[src/rtl/pipe_ctrl_pkg.sv]
package pipe_ctrl_pkg;

  localparam int INSTR_W = 32;
  localparam int OP_W    = 4;
  localparam int REG_W   = 5;

  // field positions inside an instruction word
  localparam int OP_LSB  = 28;
  localparam int RS_LSB  = 23;
  localparam int RT_LSB  = 18;
  localparam int WS_LSB  = 13;
  localparam int WE_BIT  = 12;
  localparam int RE1_BIT = 11;
  localparam int RE2_BIT = 10;

  localparam logic [INSTR_W-1:0] BUBBLE = '0;

  typedef enum logic [OP_W-1:0] {
    OPC_ALU  = 4'd0,
    OPC_J    = 4'd1,
    OPC_JAL  = 4'd2,
    OPC_JR   = 4'd3,
    OPC_JALR = 4'd4,
    OPC_BEQZ = 4'd5,
    OPC_BNEZ = 4'd6
  } opc_e;

  typedef enum logic [1:0] {
    NPC_SEQ = 2'd0,
    NPC_ABS = 2'd1,
    NPC_IND = 2'd2,
    NPC_BR  = 2'd3
  } npc_sel_e;

  typedef enum logic [1:0] {
    IRS_LOAD = 2'd0,
    IRS_HOLD = 2'd1,
    IRS_KILL = 2'd2
  } ir_sel_e;

  function automatic logic [OP_W-1:0] f_op(input logic [INSTR_W-1:0] w);
    return w[OP_LSB +: OP_W];
  endfunction

  function automatic logic [REG_W-1:0] f_rs(input logic [INSTR_W-1:0] w);
    return w[RS_LSB +: REG_W];
  endfunction

  function automatic logic [REG_W-1:0] f_rt(input logic [INSTR_W-1:0] w);
    return w[RT_LSB +: REG_W];
  endfunction

  function automatic logic [REG_W-1:0] f_ws(input logic [INSTR_W-1:0] w);
    return w[WS_LSB +: REG_W];
  endfunction

endpackage

[src/rtl/pc_hazard_detect.sv]
module pc_hazard_detect
  import pipe_ctrl_pkg::*;
#(
  parameter int N_WSTAGE = 3
) (
  input  logic                              clk,
  input  logic                              rst_n,
  input  logic [INSTR_W-1:0]                dec_word,
  input  logic [N_WSTAGE-1:0][INSTR_W-1:0]  wr_words,
  input  logic                              br_taken,
  output logic                              stall
);

  logic [REG_W-1:0]    src_a, src_b;
  logic                use_a, use_b;
  logic [N_WSTAGE-1:0] hit_a, hit_b;
  logic                raw_stall;

  assign src_a = f_rs(dec_word);
  assign src_b = f_rt(dec_word);
  assign use_a = dec_word[RE1_BIT] && (src_a != '0);
  assign use_b = dec_word[RE2_BIT] && (src_b != '0);

  for (genvar s = 0; s < N_WSTAGE; s++) begin : g_cmp
    logic             wen;
    logic [REG_W-1:0] dst;
    assign wen      = wr_words[s][WE_BIT];
    assign dst      = f_ws(wr_words[s]);
    assign hit_a[s] = use_a && wen && (dst == src_a);
    assign hit_b[s] = use_b && wen && (dst == src_b);
  end

  assign raw_stall = (|hit_a) || (|hit_b);

  always_comb begin
    stall = raw_stall;
    if (br_taken) stall = 1'b0;
  end

  // wrong-path decode never holds the pipe
  assert_no_stall_on_taken_R4: assert property (@(posedge clk) disable iff (!rst_n)
    br_taken |-> !stall);

  assert_zero_src_quiet_R3: assert property (@(posedge clk) disable iff (!rst_n)
    (f_rs(dec_word) == '0 && f_rt(dec_word) == '0) |-> !stall);

  assert_unread_quiet_R1: assert property (@(posedge clk) disable iff (!rst_n)
    (!dec_word[RE1_BIT] && !dec_word[RE2_BIT]) |-> !stall);

endmodule

[src/rtl/pc_redirect_ctrl.sv]
module pc_redirect_ctrl
  import pipe_ctrl_pkg::*;
(
  input  logic               clk,
  input  logic               rst_n,
  input  logic [INSTR_W-1:0] dec_word,
  input  logic [INSTR_W-1:0] exe_word,
  input  logic               alu_zero,
  input  logic               stall,
  output logic               br_taken,
  output npc_sel_e           npc_sel,
  output ir_sel_e            dsel,
  output ir_sel_e            esel
);

  logic [OP_W-1:0] dop, eop;
  logic            dec_abs, dec_ind, dec_jump;

  assign dop = f_op(dec_word);
  assign eop = f_op(exe_word);

  always_comb begin
    br_taken = 1'b0;
    if (eop == OPC_BEQZ && alu_zero)  br_taken = 1'b1;
    if (eop == OPC_BNEZ && !alu_zero) br_taken = 1'b1;
  end

  assign dec_abs  = (dop == OPC_J)  || (dop == OPC_JAL);
  assign dec_ind  = (dop == OPC_JR) || (dop == OPC_JALR);
  assign dec_jump = dec_abs || dec_ind;

  // older instruction in execute has priority over decode
  always_comb begin
    if (br_taken)     npc_sel = NPC_BR;
    else if (dec_abs) npc_sel = NPC_ABS;
    else if (dec_ind) npc_sel = NPC_IND;
    else              npc_sel = NPC_SEQ;
  end

  always_comb begin
    if (br_taken)      dsel = IRS_KILL;
    else if (stall)    dsel = IRS_HOLD;
    else if (dec_jump) dsel = IRS_KILL;
    else               dsel = IRS_LOAD;
  end

  always_comb begin
    if (br_taken || stall) esel = IRS_KILL;
    else                   esel = IRS_LOAD;
  end

  assert_taken_picks_branch_R5: assert property (@(posedge clk) disable iff (!rst_n)
    br_taken |-> (npc_sel == NPC_BR && dsel == IRS_KILL && esel == IRS_KILL));

  assert_stall_bubbles_exe_R8: assert property (@(posedge clk) disable iff (!rst_n)
    stall |-> (esel == IRS_KILL && dsel == IRS_HOLD));

endmodule

[src/rtl/pc_stage_regs.sv]
module pc_stage_regs
  import pipe_ctrl_pkg::*;
#(
  parameter int PC_W = 32
) (
  input  logic               clk,
  input  logic               rst_n,
  input  logic [INSTR_W-1:0] fetch_word,
  input  logic [PC_W-1:0]    abs_target,
  input  logic [PC_W-1:0]    ind_target,
  input  logic [PC_W-1:0]    br_target,
  input  logic               stall,
  input  npc_sel_e           npc_sel,
  input  ir_sel_e            dsel,
  input  ir_sel_e            esel,
  output logic [PC_W-1:0]    pc_q,
  output logic [INSTR_W-1:0] ird_q,
  output logic [INSTR_W-1:0] ire_q,
  output logic [INSTR_W-1:0] irm_q,
  output logic [INSTR_W-1:0] irw_q
);

  localparam logic [PC_W-1:0] STEP = PC_W'(4);

  logic [PC_W-1:0]    pc_d;
  logic               pc_en;
  logic [INSTR_W-1:0] ird_d, ire_d;

  always_comb begin
    unique case (npc_sel)
      NPC_ABS: pc_d = abs_target;
      NPC_IND: pc_d = ind_target;
      NPC_BR:  pc_d = br_target;
      default: pc_d = pc_q + STEP;
    endcase
  end

  // a taken branch already forces stall low, so stall alone gates the PC
  assign pc_en = !stall;

  always_comb begin
    unique case (dsel)
      IRS_HOLD: ird_d = ird_q;
      IRS_KILL: ird_d = BUBBLE;
      default:  ird_d = fetch_word;
    endcase
  end

  always_comb begin
    if (esel == IRS_KILL) ire_d = BUBBLE;
    else                  ire_d = ird_q;
  end

  always_ff @(posedge clk or negedge rst_n) begin
    if (!rst_n)     pc_q <= '0;
    else if (pc_en) pc_q <= pc_d;
  end

  always_ff @(posedge clk or negedge rst_n) begin
    if (!rst_n) begin
      ird_q <= BUBBLE;
      ire_q <= BUBBLE;
      irm_q <= BUBBLE;
      irw_q <= BUBBLE;
    end else begin
      ird_q <= ird_d;
      ire_q <= ire_d;
      irm_q <= ire_q;
      irw_q <= irm_q;
    end
  end

  assert_pc_holds_R6: assert property (@(posedge clk) disable iff (!rst_n)
    stall |=> $stable(pc_q));

  assert_bubble_after_stall_R8: assert property (@(posedge clk) disable iff (!rst_n)
    (esel == IRS_KILL) |=> (ire_q == BUBBLE));

  assert_kill_decode_R7: assert property (@(posedge clk) disable iff (!rst_n)
    (dsel == IRS_KILL) |=> (ird_q == BUBBLE));

  assert_tail_follows_R9: assert property (@(posedge clk) disable iff (!rst_n)
    1'b1 |=> (irm_q == $past(ire_q) && irw_q == $past(irm_q)));

endmodule

[src/rtl/pipe_ctrl.sv]
module pipe_ctrl
  import pipe_ctrl_pkg::*;
#(
  parameter int PC_W = 32
) (
  input  logic               clk,
  input  logic               rst_n,
  input  logic [31:0]        fetch_word,
  input  logic [PC_W-1:0]    abs_target,
  input  logic [PC_W-1:0]    ind_target,
  input  logic [PC_W-1:0]    br_target,
  input  logic               alu_zero,
  output logic               stall,
  output logic [1:0]         pc_sel,
  output logic [1:0]         dec_sel,
  output logic [1:0]         exe_sel,
  output logic [PC_W-1:0]    pc,
  output logic [31:0]        ir_d,
  output logic [31:0]        ir_e,
  output logic [31:0]        ir_m,
  output logic [31:0]        ir_w
);

  localparam int N_WSTAGE = 3;

  logic                             br_taken;
  npc_sel_e                         npc_sel;
  ir_sel_e                          dsel, esel;
  logic [N_WSTAGE-1:0][INSTR_W-1:0] wr_words;

  assign wr_words = {ir_w, ir_m, ir_e};

  pc_hazard_detect #(.N_WSTAGE(N_WSTAGE)) u_hazard (
    .clk      (clk),
    .rst_n    (rst_n),
    .dec_word (ir_d),
    .wr_words (wr_words),
    .br_taken (br_taken),
    .stall    (stall)
  );

  pc_redirect_ctrl u_redirect (
    .clk      (clk),
    .rst_n    (rst_n),
    .dec_word (ir_d),
    .exe_word (ir_e),
    .alu_zero (alu_zero),
    .stall    (stall),
    .br_taken (br_taken),
    .npc_sel  (npc_sel),
    .dsel     (dsel),
    .esel     (esel)
  );

  pc_stage_regs #(.PC_W(PC_W)) u_regs (
    .clk        (clk),
    .rst_n      (rst_n),
    .fetch_word (fetch_word),
    .abs_target (abs_target),
    .ind_target (ind_target),
    .br_target  (br_target),
    .stall      (stall),
    .npc_sel    (npc_sel),
    .dsel       (dsel),
    .esel       (esel),
    .pc_q       (pc),
    .ird_q      (ir_d),
    .ire_q      (ir_e),
    .irm_q      (ir_m),
    .irw_q      (ir_w)
  );

  assign pc_sel  = npc_sel;
  assign dec_sel = dsel;
  assign exe_sel = esel;

  assert_reset_clean_R10: assert property (@(posedge clk)
    !rst_n |-> (pc == '0 && ir_d == '0 && ir_e == '0 && ir_m == '0 && ir_w == '0));

endmodule

[config.mk]
export PLATFORM = sky130hd
export DESIGN_NAME = pipe_ctrl
export DESIGN_NICKNAME = d
export VERILOG_FILES = /design/src/rtl/pipe_ctrl_pkg.sv /design/src/rtl/pc_hazard_detect.sv /design/src/rtl/pc_redirect_ctrl.sv /design/src/rtl/pc_stage_regs.sv /design/src/rtl/pipe_ctrl.sv
export SDC_FILE = /design/constraint.sdc
export NUM_CORES = 1
export LEC_CHECK = 0
export BUFFER_PORTS_ARGS = -buffer_cell sky130_fd_sc_hd__buf_2
export CORE_MARGIN = 2
export CORE_UTILIZATION = 52
export CTS_CLUSTER_SIZE = 28
export DETAILED_ROUTE_END_ITERATION = 6
export GPL_TIMING_DRIVEN = 0
export PLACE_DENSITY = 0.85
export SLEW_MARGIN = 20
export SYNTH_ARGS = -nofsm -noshare
export SYNTH_HDL_FRONTEND = slang
export SYNTH_SLANG_ARGS = --single-unit
export TNS_END_PERCENT = 50
[constraint.sdc]
create_clock -name clk -period 4.7 [get_ports clk]
set_clock_uncertainty 0.1 [all_clocks]
set_input_delay 0.235 -clock clk [delete_from_list [all_inputs] [get_ports clk]]
set_output_delay 0.235 -clock clk [all_outputs]
set_load 0.05 [all_outputs]
# --- Word level (Yosys, flattened, before mapping) ---
# Cells that the tools add are included.
totals:
  out_inout_bits: 167
  word_cells: 63
  ff_bits: 160
  input_bits: 131
op_classes:
  mux: 13
  n_reduce_logical: 26
  eq_ne: 18
  n_addsub: 1
op_table:
  columns: ["op", "n"]
  rows:
  - ["$pmux 32 s3", 1]
  - ["$pmux 32 s2", 1]
  - ["$add 32x3->32 const B", 1]
  - ["$mux 32", 1]
  - ["$eq 5x5->1", 6]
  - ["$logic_and 1x1->1", 16]
  - ["$mux 2", 7]
  - ["$eq 4x3->1 const B", 3]
  - ["$reduce_bool 5->1", 2]
  - ["$eq 2x2->1 const B", 4]
  - ["$eq 4x2->1 const B", 2]
  - ["$reduce_or 3->1", 2]
  - ["$logic_or 1x1->1", 5]
  - ["$eq 2x1->1 const B", 2]
  - ["$eq 4x1->1 const B", 1]
  - ["$mux 1", 3]
  - ["$logic_not 1->1", 1]

# --- Logic depth before layout (Yosys ltp) ---
# Gate-level depths: netlist (run 1).
logic_depth:
  word_depth: 11
  depth_mapped: 9
  mapped_depth_nobuf: 7

# --- Cells and area by module ---
# Synthesis (run 1) repeated with hierarchy kept, for this count alone.
unflattened:
  hier_cells: 652
  hier_area_um2: 7292.0
modules_own_cells:
  columns: ["mod", "area_per_inst_um2", "seq_area_each_um2", "instances", "cells_per_inst"]
  rows:
  - ["pc_stage_regs", 6791.5, 4003.8, 1, 584]
  - ["pc_hazard_detect", 386.6, 0.0, 1, 51]
  - ["pc_redirect_ctrl", 113.9, 0.0, 1, 17]

# --- Worst setup path after synthesis (run 1) ---
# No wires, ideal clock.
synth_timing:
  kind: "register -> output"
  startpoint: "register u_regs.ird_q[25]"
  endpoint: "output dec_sel[0]"
  t_required_ns: 4.365
  path_stages_with_launch: 10
  path_slack_ns: 1.807
  path_buffers: 3
  arrival_ns: 2.558
  cell_sequence: "dfrtp_1 -> buf_2 -> xor2_1 -> nor4_1 -> nand3_1 -> a31oi_4 -> o21ai_4 -> inv_2 -> buf_2 -> buf_4"
synth_via:
  elab_chain_cells: 9
  word_cells_on_any_way: 16
  cone_classes: "eq/ne: 3; mux: 3; reduce/logical: 10"
synth_rtl:
  columns: ["item", "line", "source"]
  rows:
  - ["start, declared", "pc_stage_regs.sv:17", "output logic [INSTR_W-1:0] ird_q,"]
  - ["start signal, assigned", "pc_stage_regs.sv:66", "ird_q <= ird_d;"]
  - ["$reduce_bool 5->1", "pc_hazard_detect.sv:21", "assign use_a = dec_word[RE1_BIT] && (src_a != '0);"]
  - ["$logic_and 1x1->1", "pc_hazard_detect.sv:21", null]
  - ["$logic_and 1x1->1 (2 in a row)", "pc_hazard_detect.sv:29", "assign hit_a[s] = use_a && wen && (dst == src_a);"]
  - ["$reduce_or 3->1 (*)", "pc_hazard_detect.sv:33", "assign raw_stall = (|hit_a) || (|hit_b);"]
  - ["$logic_or 1x1->1 (*)", "pc_hazard_detect.sv:33", null]
  - ["$mux 1 (*)", "pc_hazard_detect.sv:37", "if (br_taken) stall = 1'b0;"]
  - ["named net stall", "pipe_ctrl.sv:13", "output logic stall,"]
  - ["$mux 2 (*)", "pc_redirect_ctrl.sv:42", "else if (stall) dsel = IRS_HOLD;"]
  - ["$mux 2 (*)", "pc_redirect_ctrl.sv:41", "if (br_taken) dsel = IRS_KILL;"]
  - ["end, declared", "pipe_ctrl.sv:15", "output logic [1:0] dec_sel,"]
# The timed path passes the listed nets; every way through them passes the cells marked *.

# --- Final worst setup path (run 1) ---
layout_timing:
  startpoint: "register u_regs.ird_q[27]"
  endpoint: "output dec_sel[0]"
layout_via:
  elab_chain_cells: 9
  word_cells_on_any_way: 16
  cone_classes: "eq/ne: 3; mux: 3; reduce/logical: 10"
layout_rtl:
  columns: ["item", "line"]
  rows:
  - ["$reduce_bool 5->1", "pc_hazard_detect.sv:21"]
  - ["$logic_and 1x1->1", "pc_hazard_detect.sv:21"]
  - ["$logic_and 1x1->1 (2 in a row)", "pc_hazard_detect.sv:29"]
  - ["$reduce_or 3->1 (*)", "pc_hazard_detect.sv:33"]
  - ["$logic_or 1x1->1 (*)", "pc_hazard_detect.sv:33"]
  - ["$mux 1 (*)", "pc_hazard_detect.sv:37"]
  - ["$mux 2 (*)", "pc_redirect_ctrl.sv:42"]
  - ["$mux 2 (*)", "pc_redirect_ctrl.sv:41"]
# Every way passes the cells marked *; elsewhere a longest branch is shown, timed or not.

==> out/results.ini, run 1 <==
[status]
outcome = finished clean

[synth]
yosysWarningCount = 0
synth_top_family_by_area = compound AO/OA/AOI/OAI gates
synthAdderAreaFrac = 0.001723
ys_seq_elements = 160
async_reset_ff_frac = 1.000
synth_edf_count = 0
synth_xor_area_frac = 0.03979
synth_fp_nets = 823
ys_seq_area_frac = 0.5512
syn_area_sq_um = 7263
ys_types = 63
yosys-mux-area-fraction = 0.02980
synthFlopType = dfrtp_1
synthCells = 691
synth-compound-area-share = 0.1909
synth-simple-area-share = 0.1356
syn_avg_cell_area_sq_um = 10.51

[grt]
antenna_found_initial = 0
first_global_vias = 6811
grt_max_degree = 107
grt_first_pass_wirelength_um = 37050
gr-total-overflow = 0
grt_util_all_layers = 0.3312

[hold_path]
hold_class = in -> reg
hp-start = br_target[19]
hold-path-endpoint = u_regs.pc_q[19]
min_path_cells = 3

[routing]
drt-total-wl_um = 24580
via_per_inst = 5.828
first_iter_violations = 764
drcViolationCount = 0
vias = 7186
post_drt_wl_per_cell_um = 19.94
postRouteAntennaNets = 0
dr.pass1.iters = 7

[clock_tree]
post_cts_resized = 0
worstSkewPairLatency_ps = 430
path_clk_slew_ps = 70
cts_tree = done
cts_made_buffers = 17
cts_root_buf = clkbuf_16
htreeDepth = 4
clock_sinks = 160
clockBufferDepth = 2

[floorplanning]
rows = 43
io_pins = 298
die_h_um = 122.2
core-area_sq_um = 13770
start_util = 0.5273
die_area_sq_um = 14930
die_w_um = 122.2

[layout]
area_growth_pct = 37.47
antennaDiodeCount = 0
fin_cells = 1233
drive_gt1_frac = 0.3457
layout.nets = 1172

[timing]
final.setup.tns_ps = 0
tightest_slew_ps = 1077
rsz0062_at_grt = no
slew_headroom = 0.2786
period_needed_ps = 3664
max_freq_ghz = 0.2729
maxSlewViolCount = 0
setup_viol = 0
hold_viol = 0
finalCritPeriodShare = 0.7796

[placement]
dp_cells = 1168
dp_hpwl_um = 17660
place_congestion = 0.9319
io_buffers = 296

[setup_path]
critical_path_class = reg -> out
critPathCaptureType = output port
cp.required_ps = 4370
reg2reg_to = u_regs.pc_q[9]
path_max_fanout = 11
r2r_cells = 7
rr_startpoint = u_regs.ird_q[27]
cp-start-kind = register
rrSetupSlack_ps = 1760
worstPathArrival_ps = 3330

[run]
maxCapViolations = 0

-- layout make-up --
class	instances	area [sq um]
clock inverters	15	221.5
repair buffers	330	1849
plain buffers	54	231.5
fillers	1030	3789
clock buffers	17	425.4
flip-flops and latches	160	4004
inverters	36	135.1
well taps	180	225.2
multi-input cells	441	2893
-- critical path: stages, from the launching register on --
cell	delay (ps)
dfrtp_1	330
clkbuf_1	350
xor2_1	140
nor4_1	340
nand3_1	310
a31oi_4	440
o21ai_4	170
inv_2	100
buf_2	310
buf_4	170
buf_2	250
-- timing repair --
action | 4_1_cts | 5_1_grt
hold buffers | 33 | 0
setup buffers | 0 | 0
endpoints found under the hold margin | 86 | 0
-- state kept, by name, summed over array words and instances, names as in the netlist --
| name | flops |
|---|---|
| u_regs.irm_q | 32 |
| u_regs.irw_q | 32 |
| u_regs.pc_q | 32 |
| u_regs.ird_q | 32 |
| u_regs.ire_q | 32 |
-- cell families (layout without fill, tap and decap cells) --
kind of cell / count (synthesis) / in the layout
fa+ha+maj: 1 / 1
mux: 21 / 21
other cells: 1 / 1
simple gates: 198 / 198
xor+xnor: 33 / 33
buf+inv: 90 / 452
compound gates: 187 / 187
flops: 160 / 160
-- cell usage in the layout (no fill, tap or decap), types with 5 or more instances in the layout --
cell type and count:
inv_6 5, a31oi_1 9, o21ai_0 30, a221oi_1 22
mux2i_1 16, nand4_1 5, nand3_1 13, dlygate4sd3_1 33
a211oi_1 10, and2_1 17, a21oi_1 14, xor2_1 25
a221o_1 8, o22ai_1 20, dfrtp_1 160, clkbuf_16 17
nor4_1 24, a22oi_1 5, o211ai_1 22, xnor2_1 8
clkbuf_1 36, nand2_1 58, o221ai_1 7, or4_1 6
mux2_2 5, nor2_1 51, and3_1 6, buf_2 309
inv_1 35
-- metrics by stage --
stage	setup slack [ps]	util	cell area (sq um)	hold WS, ps
after floorplan	1807	-	7263	-160.6
after global placement	961.7	0.6513	8970	251.5
after detailed placement	1444	0.6540	9007	85.11
after CTS	1016	0.7249	9985	0.5431
after global routing	876.6	0.7249	9985	37.29
final	1036	0.7249	9985	13.19
-- worst max path at each step --
stage / from / cells after the start / endpoint
6_report: u_regs.ird_q[27] / 10 / dec_sel[0]
5_1_grt: u_regs.ird_q[27] / 10 / dec_sel[0]
4_1_cts: u_regs.ird_q[27] / 10 / dec_sel[0]
2_1_floorplan: u_regs.ird_q[25] / 9 / dec_sel[0]
3_3_place_gp: rst_n / 1 / u_regs.ird_q[8]
3_5_place_dp: u_regs.ird_q[27] / 10 / dec_sel[0]
-- per-layer routing --
metal,global-route usage,vias to the layer above,share of wire
li1,-,3243,-
met1,0.4309,3409,0.38
met2,0.5384,470,0.49
met3,0.07022,64,0.096
met4,0.1422,0,0.029
met5,0,-,0
-- synthesized netlist by cell type, drive strengths merged (3+ instances only) --
cell / instances / share of area
dfrtp: 160 / 0.55
nand2: 58 / 0.030
nor2: 51 / 0.026
o21ai: 37 / 0.028
clkbuf: 36 / 0.019
inv: 36 / 0.019
xor2: 25 / 0.030
nor4: 24 / 0.021
a221oi: 22 / 0.027
o211ai: 22 / 0.023
o22ai: 20 / 0.017
buf: 18 / 0.013
and2: 17 / 0.015
mux2i: 16 / 0.022
a21oi: 14 / 0.0096
nand3: 13 / 0.0090
a31oi: 11 / 0.014
a211oi: 10 / 0.010
a221o: 8 / 0.011
xnor2: 8 / 0.0096
o221ai: 7 / 0.0084
and3: 6 / 0.0052
nand4: 6 / 0.0060
or4: 6 / 0.0062
a22oi: 5 / 0.0052
mux2: 5 / 0.0078
nor3: 5 / 0.0041
o31ai: 4 / 0.0041
a311o: 3 / 0.0041
o211a: 3 / 0.0041
Power of run 1 is left out: the tool's default activity adds up to more than one toggle a clock period on the data nets, which glitch-free logic cannot reach.
==> run 2, diff against run 1 <==
ABC_AREA = 1   (was not set)
CORE_UTILIZATION = 49   (was 52)
PLACE_DENSITY = 0.8   (was 0.85)
clock period = 3.5 ns   (was 4.7 ns; I/O delays follow)
==> run 2 against run 1 <==
Effect of this change: flip-flop and latch count stayed put; die area is 11% higher; non-clock buffer count is 6 higher; core utilization is 2.9 points lower; global-route usage is 3.2 points lower; cell area is 6.0% higher; critical path depth stayed put; first-iteration DRC count is 20% lower; worst setup slack worse by 280 ps; sequential share of layout area is 2.3 points lower.
==> out/results.ini, run 2 <==
[floorplanning]
start_util = 0.5005
die_h_um = 128.6
rows = 45
core-area_sq_um = 15200
die_w_um = 128.6
die_area_sq_um = 16540
io_pins = 298

[synth]
synthCells = 967
synth_fp_nets = 1099
synth_top_area_frac = 0.5262
ys_seq_elements = 160
syn_avg_cell_area_sq_um = 7.868
yosysWarningCount = 0
ys_top_cells_by_area = dfrtp_1, nand2_1, nor2_1, nand3_2, inv_1
synth_edf_count = 0
ys_types = 26
synth_commonest_cells = nand2_1, dfrtp_1, nor2_1
yosys.area.top_type = dfrtp_1
async_reset_ff_frac = 1.000
synthFlopType = dfrtp_1
syn_area_sq_um = 7609
ys_seq_area_frac = 0.5262
post-synth-top-count-cell = nand2_1

[grt]
grt_max_degree = 94
grt_first_pass_wirelength_um = 37810
antenna_found_initial = 1
gr-total-overflow = 0
grt_util_all_layers = 0.2988
first_global_vias = 7214

[layout]
layout.nets = 1475
mostFrequentLayoutCell = nand2_1
fin_cells = 1546
mostFrequentLayoutCells = nand2_1, buf_2, dfrtp_1
drive_gt1_frac = 0.3024
area_growth_pct = 39.11
fillCellCount = 1237

[clock_tree]
cts_made_buffers = 17
path_clk_slew_ps = 70
cts_tree = done
clock_sinks = 160
worstSkewPairLatency_ps = 420
htreeDepth = 4
cts_root_buf = clkbuf_16
clockBufferDepth = 2

[routing]
dr.pass1.iters = 5
post_drt_wl_per_cell_um = 16.10
drt-met1-wl_um = 10300
postRouteAntennaNets = 0
first_iter_violations = 609
drcViolationCount = 0
route.met3.wl_um = 1923
vias = 7756
via_per_inst = 5.017
top_layer = met4
route.met2.wl_um = 12190
drt-total-wl_um = 24890

[timing]
max_freq_ghz = 0.3639
final.setup.tns_ps = 0
tightest_slew_ps = 746.2
slew_headroom = 0.4987
rsz0062_at_grt = no
hold_viol = 0
setup_viol = 0
fin_ws_ps = 751.7
finalCritPeriodShare = 0.7852
maxSlewViolCount = 0
period_needed_ps = 2748

[setup_path]
cp-start-kind = register
critPathCaptureType = output port
worstPathArrival_ps = 2470
cp.required_ps = 3220
critical_path_class = reg -> out
path_max_fanout = 10

[placement]
place_ws_ps = 1250
place_congestion = 0.9423
io_buffers = 296
dp_hpwl_um = 17920
dp_cells = 1452

[status]
outcome = finished clean

[run]
maxCapViolations = 0

[hold_path]
hold_class = in -> reg

run 2: cell count changes after synthesis, moves of 24 or more:
cell / delta
nor4_1: -24
inv_1: +39
clkbuf_1: -36
nor2_1: +35
nand3_2: +30
nand2_1: +387
run 2: kinds of logic (layout without fill, tap and decap cells):
family	count (synthesis)	after routing	synth area share
compound gates	42	42	0.02779
xor+xnor	14	14	0.01612
fa+ha+maj	1	1	0.001644
buf+inv	119	508	0.07022
flops	160	160	0.5262
other cells	1	3	0.0004929
simple gates	630	630	0.3575
run 2: path summary, 6_finish.rpt:
check | start | endpoint | slack (ps) | cells past startpoint
setup / recovery | u_regs.ird_q[25] | exe_sel[1] | 750 | 10
hold / removal | ind_target[4] | u_regs.pc_q[4] | 10 | 5
hold reg to reg | u_regs.ire_q[8] | u_regs.irm_q[8] | 270 | 0
max in group asynchronous | rst_n | u_regs.pc_q[18] | 2300 | 3
setup reg to reg | u_regs.ire_q[28] | u_regs.pc_q[11] | 1050 | 11
min in group asynchronous | rst_n | u_regs.ire_q[17] | 250 | 2
run 2: what timing repair did:
action / 4_1_cts / 5_1_grt
setup endpoints to repair: 0 / 0
gates resized for setup: 0 / 0
setup buffers: 0 / 0
hold buffers: 60 / 0
hold endpoints to repair: 150 / 0
run 2: routing by layer:
layer,up-vias,GRT usage
met5,-,0
met4,0,0.08824
met3,43,0.07360
met2,349,0.5094
met1,3636,0.3813
li1,3728,-
run 2: cell type report:
cell class                      instances  area, sq um  area share
Antenna cell                            2        5.005   0.0004729
Buffer                                 33        210.2     0.01986
Clock buffer                           18        439.2     0.04149
Clock inverter                         14        176.4     0.01667
Inverter                               86        324.1     0.03062
Multi-Input combinational cell        688         3070      0.2901
Sequential cell                       160         4004      0.3783
Tap cell                              188        235.2     0.02222
Timing Repair Buffer                  357         2120      0.2003
run 2: metrics by stage:
stage / area, sq um / utilization / hold slack, ps
CTS: 10580 / 0.6959 / 7.403
detailed placement: 9363 / 0.6159 / 142.6
floorplan: 7609 / - / -220.6
global route: 10580 / 0.6960 / 31.87
global placement: 9325 / 0.6134 / 251.3
finish: 10580 / 0.6962 / 14.27
run 2: worst max-delay path: stages (launching register included):
cell     delay [ps]
dfrtp_1         510
inv_2           130
nand2_1          80
nand2_1          50
nor2_1          110
nand3_1          90
nand3_1         100
nand2_1          80
nand3_1         300
buf_2           290
buf_2           300
Power of run 2 is left out for the same reason.
